File: src/rtl/sc_pkg.sv
package sc_pkg;
  localparam int DATA_BITS  = 8;
  localparam int FRAME_BITS = DATA_BITS + 2;          // start + data + parity
  localparam int HC_W       = 5;
  localparam logic [HC_W-1:0] TX_LAST_HALF = HC_W'(2 * FRAME_BITS - 1);
  localparam logic [HC_W-1:0] RX_PAR_HALF  = HC_W'(2 * DATA_BITS + 1);

  typedef enum logic [1:0] {TX_IDLE, TX_LEAD, TX_BITS, TX_GUARD} tx_st_t;
  typedef enum logic [2:0] {RX_IDLE, RX_START, RX_BITS, RX_STOP, RX_PULL} rx_st_t;

  function automatic logic even_par(input logic [DATA_BITS-1:0] d);
    return ^d;
  endfunction
endpackage

File: src/rtl/sc_line_sync.sv
module sc_line_sync #(
  parameter int STAGES = 2
) (
  input  logic clk,
  input  logic rst,
  input  logic d,
  output logic q
);
  logic [STAGES-1:0] chain;

  generate
    for (genvar i = 0; i < STAGES; i++) begin : g_stage
      if (i == 0) begin : g_first
        always_ff @(posedge clk) begin
          if (rst) chain[0] <= 1'b1;
          else     chain[0] <= d;
        end
      end else begin : g_next
        always_ff @(posedge clk) begin
          if (rst) chain[i] <= 1'b1;
          else     chain[i] <= chain[i-1];
        end
      end
    end
  endgenerate

  assign q = chain[STAGES-1];
endmodule

File: src/rtl/sc_half_timer.sv
module sc_half_timer #(
  parameter int DIV_W = 16
) (
  input  logic             clk,
  input  logic             rst,
  input  logic             run,
  input  logic [DIV_W-1:0] half_cyc,
  output logic             tick
);
  logic [DIV_W-1:0] cnt;

  assign tick = run && (cnt == half_cyc - 1'b1);

  always_ff @(posedge clk) begin
    if (rst || !run) cnt <= '0;
    else if (tick)   cnt <= '0;
    else             cnt <= cnt + 1'b1;
  end
endmodule

File: src/rtl/sc_tx.sv
module sc_tx
  import sc_pkg::*;
#(
  parameter int DIV_W = 16
) (
  input  logic                 clk,
  input  logic                 rst,
  input  logic [DIV_W-1:0]     half_cyc,
  input  logic                 block_mode,
  input  logic [DATA_BITS-1:0] tx_data,
  input  logic                 tx_valid,
  output logic                 tx_ready,
  input  logic                 line_in,
  output logic                 tx_low,
  output logic                 busy,
  output logic                 done,
  output logic                 nack
);
  tx_st_t                st;
  logic [HC_W-1:0]       hcnt;
  logic [FRAME_BITS-1:0] frame;
  logic                  nack_q;
  logic                  tick;

  sc_half_timer #(.DIV_W(DIV_W)) u_timer (
    .clk      (clk),
    .rst      (rst),
    .run      (st != TX_IDLE),
    .half_cyc (half_cyc),
    .tick     (tick)
  );

  assign tx_ready = (st == TX_IDLE);
  assign busy     = (st != TX_IDLE);

  always_ff @(posedge clk) begin
    if (rst) begin
      st     <= TX_IDLE;
      hcnt   <= '0;
      frame  <= '1;
      tx_low <= 1'b0;
      done   <= 1'b0;
      nack   <= 1'b0;
      nack_q <= 1'b0;
    end else begin
      done <= 1'b0;
      unique case (st)
        TX_IDLE: begin
          if (tx_valid) begin
            frame  <= {even_par(tx_data), tx_data, 1'b0};
            nack_q <= 1'b0;
            st     <= TX_LEAD;
          end
        end
        TX_LEAD: begin
          if (tick) begin
            st     <= TX_BITS;
            hcnt   <= '0;
            tx_low <= ~frame[0];
          end
        end
        TX_BITS: begin
          if (tick) begin
            if (hcnt == TX_LAST_HALF) begin
              st     <= TX_GUARD;
              hcnt   <= '0;
              tx_low <= 1'b0;
            end else begin
              hcnt <= hcnt + 1'b1;
              if (hcnt[0]) begin
                frame  <= {1'b1, frame[FRAME_BITS-1:1]};
                tx_low <= ~frame[1];
              end
            end
          end
        end
        TX_GUARD: begin
          if (tick) begin
            hcnt <= hcnt + 1'b1;
            if (hcnt == HC_W'(1) && !block_mode && !line_in) nack_q <= 1'b1;
            if (hcnt == HC_W'(2)) begin
              st   <= TX_IDLE;
              done <= 1'b1;
              nack <= nack_q;
            end
          end
        end
        default: st <= TX_IDLE;
      endcase
    end
  end

  AST_TX_LEAD_QUIET: assert property (@(posedge clk) disable iff (rst)
    (tx_ready && tx_valid) |=> !tx_low);
  AST_TX_GUARD_RELEASED: assert property (@(posedge clk) disable iff (rst)
    (st == TX_GUARD) |-> !tx_low);
  AST_TX_DONE_IDLE: assert property (@(posedge clk) disable iff (rst)
    done |-> $rose(tx_ready));
endmodule

File: src/rtl/sc_rx.sv
module sc_rx
  import sc_pkg::*;
#(
  parameter int DIV_W = 16
) (
  input  logic                 clk,
  input  logic                 rst,
  input  logic [DIV_W-1:0]     half_cyc,
  input  logic                 block_mode,
  input  logic                 line_in,
  input  logic                 ignore,
  output logic [DATA_BITS-1:0] rx_data,
  output logic                 rx_valid,
  input  logic                 rx_ready,
  output logic                 rx_perr,
  output logic                 rx_overrun,
  output logic                 rx_low
);
  rx_st_t                st;
  logic [HC_W-1:0]       hcnt;
  logic [DATA_BITS-1:0]  sreg;
  logic                  line_prev;
  logic                  perr_q;
  logic                  tick;
  logic                  perr_now;

  sc_half_timer #(.DIV_W(DIV_W)) u_timer (
    .clk      (clk),
    .rst      (rst),
    .run      (st != RX_IDLE),
    .half_cyc (half_cyc),
    .tick     (tick)
  );

  assign perr_now = even_par(sreg) ^ line_in;

  always_ff @(posedge clk) begin
    if (rst) begin
      st         <= RX_IDLE;
      hcnt       <= '0;
      sreg       <= '0;
      line_prev  <= 1'b1;
      perr_q     <= 1'b0;
      rx_data    <= '0;
      rx_valid   <= 1'b0;
      rx_perr    <= 1'b0;
      rx_overrun <= 1'b0;
      rx_low     <= 1'b0;
    end else begin
      line_prev  <= line_in;
      rx_overrun <= 1'b0;
      if (rx_valid && rx_ready) rx_valid <= 1'b0;
      unique case (st)
        RX_IDLE: begin
          if (!ignore && line_prev && !line_in) st <= RX_START;
        end
        RX_START: begin
          if (tick) begin
            hcnt <= '0;
            st   <= line_in ? RX_IDLE : RX_BITS;
          end
        end
        RX_BITS: begin
          if (tick) begin
            hcnt <= hcnt + 1'b1;
            if (hcnt == RX_PAR_HALF) begin
              rx_data    <= sreg;
              rx_perr    <= perr_now;
              perr_q     <= perr_now;
              rx_overrun <= rx_valid && !rx_ready;
              rx_valid   <= 1'b1;
              hcnt       <= '0;
              st         <= RX_STOP;
            end else if (hcnt[0]) begin
              sreg <= {line_in, sreg[DATA_BITS-1:1]};
            end
          end
        end
        RX_STOP: begin
          if (tick) begin
            hcnt <= hcnt + 1'b1;
            if (hcnt == HC_W'(1)) begin
              hcnt <= '0;
              if (perr_q && !block_mode) begin
                rx_low <= 1'b1;
                st     <= RX_PULL;
              end else begin
                st <= RX_IDLE;
              end
            end
          end
        end
        RX_PULL: begin
          if (tick) begin
            hcnt <= hcnt + 1'b1;
            if (hcnt == HC_W'(1)) begin
              rx_low <= 1'b0;
              st     <= RX_IDLE;
            end
          end
        end
        default: st <= RX_IDLE;
      endcase
    end
  end

  AST_RX_VALID_HOLD: assert property (@(posedge clk) disable iff (rst)
    (rx_valid && !rx_ready) |=> rx_valid);
  AST_RX_PULL_ON_ERROR: assert property (@(posedge clk) disable iff (rst)
    $rose(rx_low) |-> rx_perr);
  AST_RX_NO_PULL_BLOCK: assert property (@(posedge clk) disable iff (rst)
    (st == RX_STOP && tick && block_mode) |=> !rx_low);
  AST_RX_IGNORE_TX: assert property (@(posedge clk) disable iff (rst)
    (st == RX_IDLE && ignore) |=> (st == RX_IDLE));
endmodule

File: src/rtl/sc_char_xcvr.sv
module sc_char_xcvr
  import sc_pkg::*;
#(
  parameter int DIV_W       = 16,
  parameter int SYNC_STAGES = 2
) (
  input  logic                 clk,
  input  logic                 rst,
  input  logic [DIV_W-1:0]     half_div_i,
  input  logic                 block_mode_i,
  input  logic [DATA_BITS-1:0] tx_data_i,
  input  logic                 tx_valid_i,
  output logic                 tx_ready_o,
  output logic                 tx_done_o,
  output logic                 tx_nack_o,
  output logic [DATA_BITS-1:0] rx_data_o,
  output logic                 rx_valid_o,
  input  logic                 rx_ready_i,
  output logic                 rx_perr_o,
  output logic                 rx_overrun_o,
  input  logic                 line_i,
  output logic                 line_low_o
);
  logic line_s;
  logic tx_low;
  logic rx_low;
  logic tx_busy;

  sc_line_sync #(.STAGES(SYNC_STAGES)) u_sync (
    .clk (clk),
    .rst (rst),
    .d   (line_i),
    .q   (line_s)
  );

  sc_tx #(.DIV_W(DIV_W)) u_tx (
    .clk        (clk),
    .rst        (rst),
    .half_cyc   (half_div_i),
    .block_mode (block_mode_i),
    .tx_data    (tx_data_i),
    .tx_valid   (tx_valid_i),
    .tx_ready   (tx_ready_o),
    .line_in    (line_s),
    .tx_low     (tx_low),
    .busy       (tx_busy),
    .done       (tx_done_o),
    .nack       (tx_nack_o)
  );

  sc_rx #(.DIV_W(DIV_W)) u_rx (
    .clk        (clk),
    .rst        (rst),
    .half_cyc   (half_div_i),
    .block_mode (block_mode_i),
    .line_in    (line_s),
    .ignore     (tx_busy),
    .rx_data    (rx_data_o),
    .rx_valid   (rx_valid_o),
    .rx_ready   (rx_ready_i),
    .rx_perr    (rx_perr_o),
    .rx_overrun (rx_overrun_o),
    .rx_low     (rx_low)
  );

  always_ff @(posedge clk) begin
    if (rst) line_low_o <= 1'b0;
    else     line_low_o <= tx_low | rx_low;
  end

  AST_RESET_RELEASED: assert property (@(posedge clk)
    $past(rst) |-> (!line_low_o && !rx_valid_o));
endmodule

File: config.mk
export PLATFORM = sky130hd
export DESIGN_NAME = sc_char_xcvr
export DESIGN_NICKNAME = d
export VERILOG_FILES = /design/src/rtl/sc_pkg.sv /design/src/rtl/sc_line_sync.sv /design/src/rtl/sc_half_timer.sv /design/src/rtl/sc_tx.sv /design/src/rtl/sc_rx.sv /design/src/rtl/sc_char_xcvr.sv
export SDC_FILE = /design/constraint.sdc
export NUM_CORES = 1
export LEC_CHECK = 0
export BUFFER_PORTS_ARGS = -buffer_cell sky130_fd_sc_hd__buf_2
export CELL_PAD_IN_SITES_DETAIL_PLACEMENT = 1
export CELL_PAD_IN_SITES_GLOBAL_PLACEMENT = 1
export CORE_MARGIN = 4
export CORE_UTILIZATION = 40
export CTS_CLUSTER_SIZE = 30
export DETAILED_ROUTE_END_ITERATION = 6
export PLACE_DENSITY_LB_ADDON = 0.1
export SLEW_MARGIN = 20
export SYNTH_ARGS = -nofsm -noshare
export SYNTH_HDL_FRONTEND = slang
export SYNTH_SLANG_ARGS = --single-unit
export TNS_END_PERCENT = 50
File: constraint.sdc
create_clock -name clk -period 3.2 [get_ports clk]
set_clock_uncertainty 0.15 [all_clocks]
set_input_delay 0 -clock clk [delete_from_list [all_inputs] [get_ports clk]]
set_output_delay 0 -clock clk [all_outputs]
set_load 0.01 [all_outputs]
==> results.yml <==
status:
  status: "finished clean"
cts:
  cts-buffers-inserted: 9
  clk_pin_slew_ps: 70
  root_buffer: "clkbuf_16"
  clock-sinks: 85
  clock_latency_ps: 350
  cts_max_path_buffers: 2
  h-tree-depth: 3
  cts_tree: "done"
floorplanning:
  io_pins: 45
  coreArea_um2: 13200
  die_h_um: 124
  die_x_um: 124
  initial_core_util: 0.408
  std_cell_rows: 42
  dieArea_um2: 15400
logic_synthesis:
  synth_nets: 706
  syn-mean-instance-area_um2: 8.14
  synth-seq-area-share: 0.315
  synth_cell_types: 70
  synth_seq_cells: 85
  async_flop_share: 0
  ys_warn_count: 0
  synth_area_um2: 5400
  netlist_instances: 664
  synthFlopType: "dfxtp_1"
  synth_edf_count: 0
power:
  swShare: 0.341
  internal-power_w: 0.00226
  ir_drop_mv: 0.329
  power.switching_w: 0.00117
  clkPwrFrac: 0.323
  power.density_nw_per_um2: 531
  p_leak_nw: 2.45
  combPwrFrac: 0.320
  pwr-share-seq: 0.357
sta:
  relSlewSlack: 0.513
  hold_viol: 0
  worst_pin_slew_ps: 728
  timing.fmax_mhz: 340
  setup_violations: 0
  period_share: 0.919
  setup_tns_ps: 0
  slew_violations: 0
  rsz0062_at_grt: "false"
  fin_crit_ps: 2940
  timing.final.ws_setup_ps: 260
  hold_ws_ps: 40.5
final_layout:
  fillCellCount: 1612
  fin_nets: 774
  stdcell_count: 913
  drive_above_1_share: 0.172
  utilization: 0.488
  areaGrowthSynthToFinish_pct: 19.6
  n_antenna_cell: 0
global_routing:
  grt_pass1_vias: 5261
  antenna_found_initial: 0
  overflow: 0
  grt_max_degree: 47
  grt_pass1_wl_um: 26300
  track_usage: 0.205
place:
  portBuffers: 44
  pre_cts_slack_ps: -161
  place_inst: 884
  place_congestion: 0.901
  dpl.hpwl_um: 12000
setup_path:
  path_buf_inv: 1
  r2r_setup_slack_ps: 260
  required_ps: 3300
  crit_chain: "inv_1, ha_1, or4_1, a2111oi_4, nand4_1, o41a_4, o311ai_1"
  slowest_delay_ps: 600
  critPathCaptureType: "register"
  cp_data_arrival_time_ps: 3040
  crit_type: "reg -> reg"
  critical_path.top_delay_family: "compound AO/OA/AOI/OAI gates"
  path_max_fanout: 17
  cp-start-kind: "register"
  slowest_stage: "or4_1"
routing:
  drtIter0Drc: 221
  routed-via-count: 5093
  wl_um: 15500
  viasPerCell: 5.58
  ant_nets: 0
  dr.pass1.iters: 4
  wl_per_cell_um: 17.0
  drc_errors: 0
flow_run:
  cap_violations: 0
min_path:
  min_path_type: "in -> reg"
layer usage:
| layer | up-vias | wire length, µm | global-route usage |
|---|---|---|---|
| li1 | 2506 | - | - |
| met1 | 2492 | 7230 | 0.265 |
| met2 | 72 | 7520 | 0.345 |
| met3 | 23 | 521 | 0.0442 |
| met4 | 0 | 263 | 0.0600 |
| met5 | - | 0 | 0 |
through the flow:
step / area, µm² / power, W
floorplan: 5400 / 0.00199
global placement: 5990 / 0.00228
detailed placement: 5990 / 0.00234
CTS: 6440 / 0.00348
global route: 6460 / 0.00366
finish: 6460 / 0.00343
final timing paths:
| kind | from | endpoint | depth (start not counted) |
|---|---|---|---|
| max | u_tx.st[0] | u_tx.frame[7] | 7 |
| min | rst | u_tx.frame[0] | 3 |
| max reg2reg | u_tx.st[0] | u_tx.frame[7] | 7 |
| min reg2reg | u_sync.chain[0] | u_sync.q | 1 |
tightest hold or removal path, delay by kind of cell:
family | cells | cell delay (ps)
buffers and inverters | 2 | 350
and+or+nand+nor | 1 | 150
Yosys cell counts (15+ instances only):
| cell type | instances | share of area |
|---|---|---|
| nor2_1 | 94 | 0.065 |
| dfxtp_1 | 85 | 0.31 |
| xnor2_1 | 47 | 0.076 |
| nand2_1 | 35 | 0.024 |
| nand3_1 | 32 | 0.030 |
| xor2_1 | 29 | 0.047 |
| mux2i_1 | 27 | 0.050 |
| a21oi_1 | 26 | 0.024 |
| clkbuf_1 | 26 | 0.018 |
| inv_1 | 20 | 0.014 |
| and3_1 | 17 | 0.020 |
| nor3_1 | 15 | 0.014 |
state kept, by name, indices dropped and copies added, names as in the netlist, 2 cells and up:
name              flops
u_tx.st               2
u_rx.u_timer.cnt     16
u_tx.frame           10
u_tx.u_timer.cnt     16
u_tx.hcnt             5
u_rx.rx_data          8
u_rx.hcnt             5
u_rx.sreg             8
u_rx.st               3
timing repair:
item	4_1_cts	5_1_grt
endpoints found under the setup margin	10	31
endpoints found under the hold margin	14	0
resized for setup	1	3
pin swaps	1	0
hold buffers	12	0
buffers inserted	1	0
final cells by class:
cell class	instances	area [µm²]	area share
Timing Repair Buffer	99	701	0.108
Clock inverter	5	66.3	0.0103
Inverter	20	75.1	0.0116
Sequential cell	85	1700	0.263
Tap cell	176	220	0.0341
Clock buffer	11	253	0.0391
Multi-Input combinational cell	517	3450	0.533
layout by cell type, fill, tap and decap left out, drive strengths merged, types with 5 or more instances in the layout:
cell,instances
nand2,35
nor3,15
nand3,32
or4,9
o21ai,21
xor2,29
nand3b,5
or2,8
nor4,9
or3,10
nor4b,6
o311ai,8
nand2b,13
xnor2,47
mux2i,27
a31oi,6
nor2b,8
buf,87
inv,22
dlygate4sd3,12
a21oi,26
dfxtp,85
nand4,13
nor2,94
clkbuf,11
ha,12
a211oi,6
and3,17
power groups by stage:
stage | combinational [W] | sequential (W) | clock, W
finish | 0.00110 | 0.00123 | 0.00111
global route | 0.00123 | 0.00124 | 0.00120
CTS | 0.00111 | 0.00122 | 0.00115
detailed placement | 0.00109 | 0.00125 | 0
global placement | 0.00104 | 0.00124 | 0
floorplan | 0.000776 | 0.00122 | 0
kinds of logic after synthesis:
group / count (synthesis) / synth area share
muxes: 28 / 0.0521
and+or+nand+nor: 286 / 0.273
DFF: 85 / 0.315
AOI/OAI and AO/OA: 114 / 0.154
adders and majority gates: 12 / 0.0278
xor gates and xnor gates: 77 / 0.127
buffers and inverters: 62 / 0.0516
Note: power is estimated with default switching activity, not from simulation.
